`config.mk`:
```
export PLATFORM = sky130hd
export DESIGN_NAME = usb_frame_clock
export DESIGN_NICKNAME = d
export VERILOG_FILES = /design/src/rtl/usb_frm_pkg.sv /design/src/rtl/frm_cfg_regs.sv /design/src/rtl/frm_counter.sv /design/src/rtl/frm_done_delay.sv /design/src/rtl/frm_read_mux.sv /design/src/rtl/usb_frame_clock.sv
export SDC_FILE = /design/constraint.sdc
export NUM_CORES = 1
export LEC_CHECK = 0
export BUFFER_PORTS_ARGS = -buffer_cell sky130_fd_sc_hd__buf_2
export CAP_MARGIN = 20
export CORE_MARGIN = 1
export CORE_UTILIZATION = 30
export CTS_CLUSTER_DIAMETER = 200
export DETAILED_ROUTE_END_ITERATION = 7
export SLEW_MARGIN = 15
export SYNTH_ARGS = -nofsm -noshare
export SYNTH_HDL_FRONTEND = slang
export SYNTH_HIERARCHICAL = 1
export SYNTH_SLANG_ARGS = --single-unit
```
`constraint.sdc`:
```
create_clock -name clk -period 4.43 [get_ports clk]
set_input_delay 0.443 -clock clk [delete_from_list [all_inputs] [get_ports clk]]
set_output_delay 0.443 -clock clk [all_outputs]
set_load 0.02 [all_outputs]
```
`src/rtl/usb_frm_pkg.sv`:
```
package usb_frm_pkg;
   typedef enum logic [2:0] {
      SEL_IVL    = 3'd0,
      SEL_REM    = 3'd1,
      SEL_FNUM   = 3'd2,
      SEL_PSTART = 3'd3,
      SEL_LSTH   = 3'd4
   } frm_sel_e;
endpackage

```
`src/rtl/frm_cfg_regs.sv`:
```
module frm_cfg_regs
   import usb_frm_pkg::*;
#(
   parameter int unsigned DATA_W  = 32,
   parameter int unsigned FI_W    = 14,
   parameter int unsigned MPS_W   = 15,
   parameter int unsigned MPS_LSB = 16,
   parameter int unsigned HALF_W  = 16,
   parameter logic [FI_W-1:0]   FI_RST   = 'h2EDF,
   parameter logic [MPS_W-1:0]  MPS_RST  = 'h2778,
   parameter logic [HALF_W-1:0] LSTH_RST = 'h0628
) (
   input  logic              clk,
   input  logic              rst_n,
   input  logic              wr_en,
   input  logic [2:0]        wr_sel,
   input  logic [DATA_W-1:0] wr_data,
   output logic [FI_W-1:0]   fi,
   output logic [MPS_W-1:0]  fsmps,
   output logic              fit,
   output logic [HALF_W-1:0] pstart,
   output logic [HALF_W-1:0] lsth
);
   logic wr_ivl, wr_pst, wr_lst;

   assign wr_ivl = wr_en && (wr_sel == SEL_IVL);
   assign wr_pst = wr_en && (wr_sel == SEL_PSTART);
   assign wr_lst = wr_en && (wr_sel == SEL_LSTH);

   generate
      if (MPS_LSB > FI_W) begin : g_gap
         logic unused_gap;
         assign unused_gap = ^wr_data[MPS_LSB-1:FI_W];
      end
   endgenerate

   always_ff @(posedge clk) begin
      if (!rst_n) begin
         fi    <= FI_RST;
         fsmps <= MPS_RST;
         fit   <= 1'b0;
      end else if (wr_ivl) begin
         fi    <= wr_data[FI_W-1:0];
         fsmps <= wr_data[MPS_LSB +: MPS_W];
         fit   <= wr_data[DATA_W-1];
      end
   end

   always_ff @(posedge clk) begin
      if (!rst_n) begin
         pstart <= '0;
         lsth   <= LSTH_RST;
      end else begin
         if (wr_pst) pstart <= wr_data[HALF_W-1:0];
         if (wr_lst) lsth   <= wr_data[HALF_W-1:0];
      end
   end
endmodule

```
`src/rtl/frm_counter.sv`:
```
module frm_counter #(
   parameter int unsigned FI_W = 14,
   parameter int unsigned FN_W = 16
) (
   input  logic            clk,
   input  logic            rst_n,
   input  logic            bit_tick,
   input  logic            run_en,
   input  logic [FI_W-1:0] fi,
   input  logic            fit,
   output logic [FI_W-1:0] remain,
   output logic            frt,
   output logic [FN_W-1:0] frame_num,
   output logic            sof_pulse,
   output logic            boundary
);
   logic run_q;
   logic start;
   logic load;

   assign start    = run_en && !run_q;
   assign boundary = run_en && run_q && bit_tick && (remain == '0);
   assign load     = start || boundary;

   always_ff @(posedge clk) begin
      if (!rst_n) begin
         run_q     <= 1'b0;
         remain    <= '0;
         frt       <= 1'b0;
         frame_num <= '0;
         sof_pulse <= 1'b0;
      end else begin
         run_q     <= run_en;
         sof_pulse <= load;
         if (load)
            remain <= fi;
         else if (!run_en)
            remain <= '0;
         else if (bit_tick && (remain != '0))
            remain <= remain - 1'b1;
         if (boundary) begin
            frt       <= fit;
            frame_num <= frame_num + 1'b1;
         end
      end
   end
endmodule

```
`src/rtl/frm_done_delay.sv`:
```
module frm_done_delay #(
   parameter int unsigned DLY_W  = 3,
   parameter int unsigned ADDR_W = 32
) (
   input  logic              clk,
   input  logic              rst_n,
   input  logic              boundary,
   input  logic              xfer_done,
   input  logic [DLY_W-1:0]  xfer_delay,
   input  logic              wb_irq_pend,
   input  logic              irq_any,
   input  logic [ADDR_W-1:0] done_head,
   output logic [DLY_W-1:0]  dly_cnt,
   output logic              wb_req,
   output logic [ADDR_W-1:0] wb_head
);
   localparam logic [DLY_W-1:0] DLY_MAX = '1;

   logic             fire;
   logic [DLY_W-1:0] after_b;
   logic [DLY_W-1:0] cnt_nxt;

   always_comb begin
      fire    = boundary && (dly_cnt == '0) && !wb_irq_pend;
      after_b = dly_cnt;
      if (fire)
         after_b = DLY_MAX;
      else if (boundary && (dly_cnt != DLY_MAX) && (dly_cnt != '0))
         after_b = dly_cnt - 1'b1;
      cnt_nxt = (xfer_done && (xfer_delay < after_b)) ? xfer_delay : after_b;
   end

   always_ff @(posedge clk) begin
      if (!rst_n) begin
         dly_cnt <= DLY_MAX;
         wb_req  <= 1'b0;
         wb_head <= '0;
      end else begin
         dly_cnt <= cnt_nxt;
         wb_req  <= fire;
         if (fire)
            wb_head <= {done_head[ADDR_W-1:1], done_head[0] | irq_any};
      end
   end
endmodule

```
`src/rtl/frm_read_mux.sv`:
```
module frm_read_mux
   import usb_frm_pkg::*;
#(
   parameter int unsigned DATA_W  = 32,
   parameter int unsigned FI_W    = 14,
   parameter int unsigned MPS_W   = 15,
   parameter int unsigned MPS_LSB = 16,
   parameter int unsigned HALF_W  = 16,
   parameter int unsigned FN_W    = 16
) (
   input  logic [2:0]        rd_sel,
   input  logic              run_en,
   input  logic [FI_W-1:0]   fi,
   input  logic [MPS_W-1:0]  fsmps,
   input  logic              fit,
   input  logic [FI_W-1:0]   remain,
   input  logic              frt,
   input  logic [FN_W-1:0]   frame_num,
   input  logic [HALF_W-1:0] pstart,
   input  logic [HALF_W-1:0] lsth,
   output logic [DATA_W-1:0] rd_data
);
   logic [DATA_W-1:0] ivl_word, rem_word;

   always_comb begin
      ivl_word                      = '0;
      ivl_word[FI_W-1:0]            = fi;
      ivl_word[MPS_LSB +: MPS_W]    = fsmps;
      ivl_word[DATA_W-1]            = fit;
      rem_word                      = '0;
      rem_word[DATA_W-1]            = frt;
      if (run_en)
         rem_word[FI_W-1:0]         = remain;
   end

   always_comb begin
      rd_data = '0;
      case (rd_sel)
         SEL_IVL:    rd_data = ivl_word;
         SEL_REM:    rd_data = rem_word;
         SEL_FNUM:   rd_data[FN_W-1:0]   = frame_num;
         SEL_PSTART: rd_data[HALF_W-1:0] = pstart;
         SEL_LSTH:   rd_data[HALF_W-1:0] = lsth;
         default:    rd_data = '0;
      endcase
   end
endmodule

```
`src/rtl/usb_frame_clock.sv`:
```
module usb_frame_clock #(
   parameter int unsigned DATA_W  = 32,
   parameter int unsigned FI_W    = 14,
   parameter int unsigned MPS_W   = 15,
   parameter int unsigned MPS_LSB = 16,
   parameter int unsigned HALF_W  = 16,
   parameter int unsigned FN_W    = 16,
   parameter int unsigned DLY_W   = 3,
   parameter logic [FI_W-1:0]   FI_RST   = 'h2EDF,
   parameter logic [MPS_W-1:0]  MPS_RST  = 'h2778,
   parameter logic [HALF_W-1:0] LSTH_RST = 'h0628
) (
   input  logic              clk,
   input  logic              rst_n,
   input  logic              bit_tick,
   input  logic              run_en,
   input  logic              wr_en,
   input  logic [2:0]        wr_sel,
   input  logic [DATA_W-1:0] wr_data,
   input  logic [2:0]        rd_sel,
   output logic [DATA_W-1:0] rd_data,
   input  logic              xfer_done,
   input  logic [DLY_W-1:0]  xfer_delay,
   input  logic              wb_irq_pend,
   input  logic              irq_any,
   input  logic [DATA_W-1:0] done_head,
   output logic              sof_pulse,
   output logic              wb_req,
   output logic [DATA_W-1:0] wb_head
);
   generate
      if (FI_W > MPS_LSB) begin : g_bad_fi
         $error("interval field overlaps max-packet field");
      end
      if (MPS_LSB + MPS_W > DATA_W - 1) begin : g_bad_mps
         $error("max-packet field overlaps toggle bit");
      end
      if ((FN_W > DATA_W) || (HALF_W > DATA_W)) begin : g_bad_half
         $error("read field wider than data word");
      end
   endgenerate

   logic [FI_W-1:0]   fi;
   logic [MPS_W-1:0]  fsmps;
   logic              fit;
   logic [HALF_W-1:0] pstart;
   logic [HALF_W-1:0] lsth;
   logic [FI_W-1:0]   remain;
   logic              frt;
   logic [FN_W-1:0]   frame_num;
   logic              boundary;
   logic [DLY_W-1:0]  dly_cnt;

   frm_cfg_regs #(
      .DATA_W(DATA_W), .FI_W(FI_W), .MPS_W(MPS_W), .MPS_LSB(MPS_LSB),
      .HALF_W(HALF_W), .FI_RST(FI_RST), .MPS_RST(MPS_RST), .LSTH_RST(LSTH_RST)
   ) u_cfg (
      .clk(clk), .rst_n(rst_n), .wr_en(wr_en), .wr_sel(wr_sel),
      .wr_data(wr_data), .fi(fi), .fsmps(fsmps), .fit(fit),
      .pstart(pstart), .lsth(lsth)
   );

   frm_counter #(.FI_W(FI_W), .FN_W(FN_W)) u_cnt (
      .clk(clk), .rst_n(rst_n), .bit_tick(bit_tick), .run_en(run_en),
      .fi(fi), .fit(fit), .remain(remain), .frt(frt),
      .frame_num(frame_num), .sof_pulse(sof_pulse), .boundary(boundary)
   );

   frm_done_delay #(.DLY_W(DLY_W), .ADDR_W(DATA_W)) u_dly (
      .clk(clk), .rst_n(rst_n), .boundary(boundary), .xfer_done(xfer_done),
      .xfer_delay(xfer_delay), .wb_irq_pend(wb_irq_pend), .irq_any(irq_any),
      .done_head(done_head), .dly_cnt(dly_cnt), .wb_req(wb_req),
      .wb_head(wb_head)
   );

   frm_read_mux #(
      .DATA_W(DATA_W), .FI_W(FI_W), .MPS_W(MPS_W), .MPS_LSB(MPS_LSB),
      .HALF_W(HALF_W), .FN_W(FN_W)
   ) u_rd (
      .rd_sel(rd_sel), .run_en(run_en), .fi(fi), .fsmps(fsmps), .fit(fit),
      .remain(remain), .frt(frt), .frame_num(frame_num), .pstart(pstart),
      .lsth(lsth), .rd_data(rd_data)
   );
endmodule

```
==> results of run 1 <==
## critical path, stage by stage (launching register included)
cell	delay, ns
dfxtp_1	0.40
nor4_4	0.54
nand4_2	0.32
nor2_1	0.53
o211a_1	0.23
o21ai_0	0.10
ha_1	0.20
nand2b_1	0.17
nor3_1	0.13
or3b_4	0.42
a21oi_1	0.15
a41oi_1	0.07
## routing by layer
| layer | track usage | routed length [um] |
|---|---|---|
| met5 | 0 | 0 |
| met4 | 0.0563 | 292 |
| met3 | 0.0559 | 1820 |
| met2 | 0.254 | 8320 |
| met1 | 0.228 | 9150 |
## how the worst max path moves through the flow
stage	cells after the start	start	slack (ns)	end
global route	11	u_cnt/remain[4]$_SDFFE_PN0P_	0.64	u_dly/dly_cnt[1]$_SDFF_PN1_
CTS	11	u_cnt/remain[4]$_SDFFE_PN0P_	1.05	u_dly/dly_cnt[2]$_SDFF_PN1_
floorplan	10	u_cnt/remain[4]$_SDFFE_PN0P_	1.46	u_dly/dly_cnt[2]$_SDFF_PN1_
finish	11	u_cnt/remain[4]$_SDFFE_PN0P_	1.03	u_dly/dly_cnt[1]$_SDFF_PN1_
detailed placement	12	bit_tick	0.98	u_dly/dly_cnt[0]$_SDFF_PN1_
global placement	12	bit_tick	1.04	u_dly/dly_cnt[2]$_SDFF_PN1_
## synth_stat cells (4+ instances only)
library cell    n  area, um^2
and3_1          4        25.0
nor2b_1        50         313
and4_1          4        35.0
nand4_1        10        62.6
inv_1          12        45.0
a21oi_1         8        40.0
a21boi_1        9        67.6
nor4_1          5        31.3
a21boi_0       28         210
xnor2_1         7        61.3
buf_2          17        85.1
buf_4           5        37.5
o21ai_1         5        25.0
buf_6           6        67.6
a22oi_1        22         165
nor3_1         16        80.1
ha_1            8         100
mux2i_1        73         731
dfxtp_1       131        2620
nand3_1        11        55.1
nor4b_1         4        35.0
clkbuf_1       21        78.8
a31oi_1         9        56.3
o21ai_0        19        95.1
nor2_1         20        75.1
nand2_1       163         612
mux2_2         11         124
xor2_1          5        43.8
and2_1         28         175
nand2b_1        8        50.1
## power by group
group	internal [W]	total, W	switching [W]	leakage [nW]
clock network	0.00103	0.00160	0.000578	0.317
registers	0.00120	0.00123	0.0000313	1.06
logic	0.000128	0.000310	0.000182	2.07
## final cells by class
cell class	count	area [um^2]	share of cell area
multi-input cells	586	3910	0.466
clock inverters	13	220	0.0262
well taps	280	350	0.0417
flip-flops and latches	131	2620	0.312
repair buffers	154	808	0.0962
clock buffers	19	443	0.0527
inverters	12	45.0	0.00536
## metrics by stage
stage | utilization | std cells | hold WS [ns] | cell area [um^2] | setup slack [ns]
2_1_floorplan | - | 780 | 0.430 | 6850 | 1.46
5_1_grt | 0.380 | 1195 | 0.239 | 8400 | 0.639
3_3_place_gp | 0.349 | 1161 | 0.438 | 7710 | 1.04
4_1_cts | 0.379 | 1193 | 0.230 | 8370 | 1.05
3_5_place_dp | 0.349 | 1161 | 0.448 | 7710 | 0.983
6_report | 0.380 | 1195 | 0.255 | 8400 | 1.03
## sequential cells by signal, indices dropped and copies added, names as in the netlist, 3 cells and up
name / count
u_cfg/lsth: 16
u_dly/wb_head: 32
u_cfg/fsmps: 15
u_cnt/frame_num: 16
u_cfg/fi: 14
u_dly/dly_cnt: 3
u_cfg/pstart: 16
u_cnt/remain: 14
## kinds of logic after synthesis
group	Yosys count
and+or+nand+nor	356
muxes	84
DFF	131
AOI/OAI and AO/OA	126
xor gates and xnor gates	12
buffers and inverters	63
adders and majority gates	8
==> impl_results.md, run 1 <==
* Status: finished clean
* Most used DFF post-synth: dfxtp_1
* Cells after Synth at 780
* Yosys warns at 6
* Post-synth EDFFs at 0
* Number of port buffers at 146
* Crit Path Max Fanout at 9
* Max VDD drop at 0.242 mV
* Max frequency at 294 MHz
* Initial antenna violation count at 0
* Vias per cell at 5.05
* Syn nets at 869
* Final setup vio count at 0
* Post-synthesis adder-cell area fraction at 0.0146
* Antenna diodes at 0
* CTS tree: yes
* Clk sinks at roughly 130
* Core Area at 22100 um^2
* Fillers at 2219
* Syn_area_per_cell at 8.78 um^2
* PwrDens at 375 nW/um^2
* RD Place Congestion at 0.906
* Global-route total usage across every layer at 0.170
* Hold wc startpoint: done_head[2]
* Leakage at 3.45 nW
* Total Power at 0.00315 W
* Worst R2R Start: u_cnt/remain[4]$_SDFFE_PN0P_
* CP startpoint kind: register
* CTS buffer count at 17
* Layout cell share with drive strength beyond 1 at 0.245
* Setup slack, reg-to-reg at 1.03 ns
* Register area share after synthesis at 0.383
* CTS Hold Bufs at 0
* Post-CTS Resized at 0
* Row Count at 54
* Nets at 991
* Most frequent cells in the layout: nand2_1, buf_2, dfxtp_1
* Arr. time, crit path at 3.68 ns
* Setup Total Neg Slack at 0 ns
* DRC at 0
* Cell variety after synth at between 70 and 80
* Drt first pass iters at 4
* RSZ-0062 raised after global routing: false
* Clock slew at reported path FFs at around 0.070 ns
* Relative slew slack at 0.289
* Clock Tree Buf Depth at 2
* Hold Path Depth at 3
* Synth Area in XOR/XNOR at 0.0153
* R2R Path End: u_dly/dly_cnt[1]$_SDFF_PN1_
* Vias in the first global route at roughly 6000
* Total Wirelength at 19.6 mm
* DRT antenna net count at 0
* Synth Area in Simple Gates at 0.283
* Sink of the worst hold path: u_dly/wb_head[2]$_SDFFE_PN0P_
* FFs w/ async S/R, synth at 0
* Yosys reg bits at 131
* Min-delay worst type: in2reg
* Proportion of synthesized area in mux cells at 0.125
* Via Count at 6035
* Area Overhead vs Synth at 22.6%
* Largest net degree at the start of global routing at 101
* Worst reg2reg path depth at 11
* Remaining Overflow, GRT at 0
* Setup crit end kind: register
* DR WL/cell at around 16 um
* Initial drt markers at 450
* Cell Area, Synth at 6850 um^2
* Detailed Place HPWL at 13.7 mm
* Actual slew at the worst max-slew pin at 1.06 ns
* Worst Skew at 0.00987 ns
* Full die area at between 20000 and 25000 um^2
* Clock Tree Root: clkbuf_16
* H-tree level count at 4
* Die X at 153 um
* Worst Path Required at 4.70 ns
* First-pass GRT wire length at 31.6 mm
* Post-CTS setup repair buffer count at 0
* Largest family of logic cells by synthesized area: simple AND/OR/NAND/NOR gates
* Initial Util at 0.310
* Fin crit period at 3.40 ns
* Worst-Skew Late Latency at 0.42 ns
* Synth Area in Compound Gates at 0.132
* Setup CP Type: reg2reg
* Fin crit share at 0.768
* Hold Vio Cnt, Final at 0
* Die Span Y at 153 um
* I/O pin total at 147
* Commonest non-fill, non-tap cell in the layout: nand2_1
* Slew Viols, Final at 0
* Max cap viols at 0
(Power assumes the default switching activity.)
==> run 2: changes to the inputs <==
Clock period 4.43 ns to 3.2 ns, I/O delays scaled along.
==> impl_results.md, run 2 (synthesis gave the netlist of run 1 again) <==
* Total Wirelength at 20.0 mm
* Area Overhead vs Synth at 22.7%
* Worst Skew at 0.0110 ns
* Pre-CTS setup slack at roughly 0.25 ns
* PwrDens at 480 nW/um^2
* Clock Tree Root: clkbuf_16
* Via Count at 6097
* Fin crit share at 0.913
* I/O pin total at approximately 150
* Largest reg by FF count: u_dly/wb_head
* Worst-Skew Late Latency at 0.43 ns
* CTS tree: yes
* Fin crit period at between 2 and 3 ns
* Fillers at 2255
* First-pass GRT wire length at ~32 mm
* Global-route total usage across every layer at 0.173
* CP startpoint kind: register
* Min-delay worst type: in2reg
* Max cap viols at 0
* Number of port buffers at 146
* Status: finished clean
* CTS Hold Bufs at 0
* Vias per cell at ~5
* RSZ-0062 raised after global routing: false
* Die X at around 150 um
* DR WL met2 at a little under 9 mm
* Leakage at 3.48 nW
* Most frequent cells in the layout: nand2_1, buf_2, dfxtp_1
* DR WL/cell at between 15 and 20 um
* Actual slew at the worst max-slew pin at between 0.8 and 0.9 ns
* Detailed Place HPWL at between 10 and 15 mm
* Layout cell share with drive strength beyond 1 at 0.258
* Max VDD drop at between 0.3 and 0.4 mV
* Drt first pass iters at 5
* Worst Path Required at approximately 3.5 ns
* Vias in the first global route at 6033
* Clock slew at reported path FFs at around 0.070 ns
* Remaining Overflow, GRT at 0
* Final setup vio count at 0
* Row Count at 54
* Nets at 1007
* Antenna diodes at 0
* Worst Setup Slack, final at 0.280 ns
* Die Span Y at 153 um
* Arr. time, crit path at 3.20 ns
* Setup crit end kind: register
* Hold Vio Cnt, Final at 0
* Commonest non-fill, non-tap cell in the layout: nand2_1
* H-tree level count at 4
* Setup Total Neg Slack at 0 ns
* Relative slew slack at 0.419
* RD Place Congestion at around 0.94
* DR top layer: met4
* Initial antenna violation count at 0
* Final Util at 0.380
* Slew Viols, Final at 0
* Clock Tree Buf Depth at 2
* M1 WL at just over 9 mm
* Finished Cell Area at 8410 um^2
* Setup CP Type: reg2reg
* WL met3 at 1.78 mm
* Largest net degree at the start of global routing at 87
* Initial drt markers at 418
* DRC at 0
* Max reg flops at 32
* DRT antenna net count at 0
* Initial Util at 0.310
* Placed Area at 7830 um^2
* Full die area at 23400 um^2
* Max frequency at 342 MHz
* Clk sinks at 131
* CTS buffer count at 17
* Core Area at 22100 um^2
* Crit Path Max Fanout at 9
==> run 2: changes by cell type in the layout (fill, tap and decap cells not counted), sizes merged <==
cell / change
buf: +16
bufinv: -4
clkbuf: -1
clkinv: +6
clkinvlp: -1
inv: -1
==> run 2: critical path: stages, from the launching register on <==
cell and delay [ns]:
dfxtp_1 0.34, inv_1 0.12, ha_1 0.18, and4bb_4 0.26, nand4_2 0.16, nor2_2 0.15, buf_4 0.17, o211a_1 0.14
o21ai_0 0.12, ha_1 0.21, nand2b_1 0.16, nor3_1 0.12, or3b_4 0.42, a21oi_1 0.15, o21ai_1 0.08
==> run 2: final timing paths <==
check / slack [ns] / depth (start not counted) / start / endpoint
worst max-delay path: 0.28 / 14 / u_cnt/remain[0]$_SDFFE_PN0P_ / u_dly/dly_cnt[2]$_SDFF_PN1_
worst min-delay path: 0.12 / 3 / done_head[3] / u_dly/wb_head[3]$_SDFFE_PN0P_
worst max register to register: 0.28 / 14 / u_cnt/remain[0]$_SDFFE_PN0P_ / u_dly/dly_cnt[2]$_SDFF_PN1_
worst min register to register: 0.45 / 2 / u_cfg/fsmps[11]$_SDFFE_PN0P_ / u_cfg/fsmps[11]$_SDFFE_PN0P_
==> run 2: routing by layer <==
layer  global-route usage  vias to the layer above
met5                    0                        -
met4               0.0519                        0
met3               0.0680                       18
met2                0.262                      211
met1                0.226                     2873
li1                     -                     2995
==> run 2: power breakdown <==
part | leakage (nW) | switching, W | total [W] | internal, W
Combinational | 2.14 | 0.000264 | 0.000458 | 0.000194
Clock | 0.271 | 0.000795 | 0.00187 | 0.00108
Sequential | 1.06 | 0.0000391 | 0.00171 | 0.00167
Total | 3.48 | 0.00110 | 0.00403 | 0.00293
==> run 2: through the flow <==
step / power, W / std cells / hold slack [ns]
2_1_floorplan: 0.00202 / 780 / 0.430
3_3_place_gp: 0.00218 / 1177 / 0.439
3_5_place_dp: 0.00219 / 1177 / 0.445
4_1_cts: 0.00406 / 1208 / 0.106
5_1_grt: 0.00419 / 1210 / 0.112
6_report: 0.00403 / 1210 / 0.119
==> run 2: final cells by class <==
cell class | count | area (um^2) | share of cell area
clock buffer | 18 | 429 | 0.0511
clock inverter | 13 | 126 | 0.0150
inverter | 12 | 45.0 | 0.00536
multi-input combinational | 586 | 3920 | 0.466
sequential | 131 | 2620 | 0.312
tap | 280 | 350 | 0.0417
timing repair buffer | 170 | 913 | 0.109
==> run 2: what timing repair did <==
item | in CTS | in global routing
setup buffers | 0 | 2
gates resized for setup | 0 | 2
endpoints found under the setup margin | 0 | 3
==> run 3: changes to the inputs <==
Settings changed: REMOVE_ABC_BUFFERS from default to 1.
Clock period 3.2 ns to 3 ns, I/O delays scaled along.
==> impl_results.md, run 3 (synthesis gave the netlist of run 1 again) <==
* Max frequency at 356 MHz
* Remaining Overflow, GRT at 0
* Worst Setup Slack, final at 0.190 ns
* Hold Path Depth at 3
* PwrDens at 523 nW/um^2
* DRT antenna net count at 0
* Total Power at 0.00446 W
* Die Span Y at between 150 and 200 um
* Largest reg by FF count: u_dly/wb_head
* Full die area at 23400 um^2
* Relative slew slack at 0.491
* DRC at 0
* Finished Cell Area at 8520 um^2
* Setup Total Neg Slack at 0 ns
* Min-delay worst type: in2reg
* Worst R2R Start: u_cnt/remain[1]$_SDFFE_PN0P_
* First-pass GRT wire length at 30.7 mm
* Clk sinks at between 100 and 150
* Initial antenna violation count at 1
* Setup slack, reg-to-reg at approximately 0.19 ns
* Initial drt markers at 342
* Drt first pass iters at 5
* R2R Path End: u_dly/dly_cnt[0]$_SDFF_PN1_
* Vias in the first global route at 5705
* Fin crit share at 0.937
* Fin crit period at 2.81 ns
* Initial Util at 0.310
* CTS tree: yes
* Max reg flops at 32
* Sink of the worst hold path: u_dly/wb_head[1]$_SDFFE_PN0P_
* Placed Area at slightly below 8000 um^2
* Clock Tree Buf Depth at 2
* RD Place Congestion at around 0.96
* Most frequent cells in the layout: nand2_1, buf_2, dfxtp_1
* Nets at 1010
* Worst-Skew Late Latency at 0.43 ns
* Final setup vio count at 0
* Register Area at 2630 um^2
* Via Count at 6088
* Hold wc startpoint: done_head[1]
* Core Area at 22100 um^2
* DR WL/cell at 16.0 um
* Worst reg2reg path depth at 14
* Largest net degree at the start of global routing at 133
* Status: finished clean
* Final hold slack at 0.105 ns
* Die X at 153 um
* Number of port buffers at 146
* Max VDD drop at approximately 0.32 mV
* Clock Tree Root: clkbuf_16
* Footprint of the multi-input gates at 3940 um^2
* Commonest non-fill, non-tap cell in the layout: nand2_1
* Detailed Place HPWL at approximately 13 mm
* Fillers at 2269
* Crit Path Max Fanout at 9
* H-tree level count at 4
* Global-route total usage across every layer at 0.167
* Worst Skew at 0.0131 ns
* CP startpoint kind: register
* Arr. time, crit path at 3.09 ns
* Leakage at 3.53 nW
* I/O pin total at 147
* Layout cell share with drive strength beyond 1 at 0.267
* Max cap viols at 0
* Setup CP Type: reg2reg
* Clock slew at reported path FFs at 0.07 ns
* Slew Viols, Final at 0
* Total Wirelength at 19.4 mm
* Hold Vio Cnt, Final at 0
* Setup crit end kind: register
* CTS buffer count at 17
* Row Count at 54
* Actual slew at the worst max-slew pin at 0.762 ns
* Pre-CTS setup slack at 0.104 ns
* Worst Path Required at approximately 3.3 ns
* RSZ-0062 raised after global routing: false
* CTS Hold Bufs at 0
* Area Overhead vs Synth at 24.3%
* Vias per cell at roughly 5
==> run 3: cell types whose count changed in the layout (fill, tap and decap cells not counted), moves of 2 or more <==
cell      change
dfxtp_2       +2
clkinv_8      +2
inv_8         +6
clkinv_4      -4
dfxtp_1       -2
clkinv_2      -2
==> run 3: where the power goes <==
part | internal (W) | switching [W]
Combinational | 0.000213 | 0.000286
Clock | 0.00120 | 0.000942
Sequential | 0.00178 | 0.0000384
==> run 3: worst max-delay path by stage <==
stage                                  from                           to  slack [ns]  depth (start not counted)
2_1_floorplan                     wr_sel[2]     u_cfg/fi[0]$_SDFFE_PN1P_       -1.77                          2
3_3_place_gp   u_cnt/remain[0]$_SDFFE_PN0P_  u_dly/dly_cnt[0]$_SDFF_PN1_        0.15                         14
3_5_place_dp   u_cnt/remain[0]$_SDFFE_PN0P_  u_dly/dly_cnt[0]$_SDFF_PN1_        0.10                         14
4_1_cts        u_cnt/remain[0]$_SDFFE_PN0P_  u_dly/dly_cnt[0]$_SDFF_PN1_        0.03                         14
5_1_grt        u_cnt/remain[1]$_SDFFE_PN0P_  u_dly/dly_cnt[0]$_SDFF_PN1_        0.02                         14
6_report       u_cnt/remain[1]$_SDFFE_PN0P_  u_dly/dly_cnt[0]$_SDFF_PN1_        0.19                         14
==> run 3: worst max-delay path: stages (launching register included) <==
cell and delay (ns):
dfxtp_2 0.35, inv_1 0.08, ha_1 0.16, and4bb_4 0.30, nand4_4 0.13, nor2_4 0.15
buf_6 0.14, o211a_1 0.14, o21ai_1 0.08, ha_1 0.19, nand2b_1 0.17, nor3_1 0.12
or3b_4 0.43, a21oi_2 0.13, o21ai_0 0.11
==> run 3: area by class of cell <==
| type | instances | share of cell area |
|---|---|---|
| diodes | 1 | 0.000294 |
| clock buffers | 17 | 0.0499 |
| clock inverters | 15 | 0.0214 |
| inverters | 12 | 0.00529 |
| multi-input cells | 586 | 0.462 |
| flip-flops and latches | 131 | 0.308 |
| well taps | 280 | 0.0411 |
| repair buffers | 173 | 0.112 |
==> run 3: what timing repair did <==
action                     CTS  global route
setup endpoints to repair    0             3
resized for setup            0            10
setup buffers                0             0
==> run 3: metrics by stage <==
| step | cells | utilization |
|---|---|---|
| floorplan | 729 | - |
| global placement | 1182 | 0.357 |
| CTS | 1214 | 0.384 |
| global route | 1214 | 0.385 |
| finish | 1215 | 0.386 |
| detailed placement | 1182 | 0.357 |
==> run 3: layer usage <==
layer  global-route usage  wire length [um]  part of all wire
met1                0.223              9210              0.47
met2                0.258              8470              0.44
met3               0.0530              1530             0.079
met4               0.0399               178            0.0092
met5                    0                 0                 0
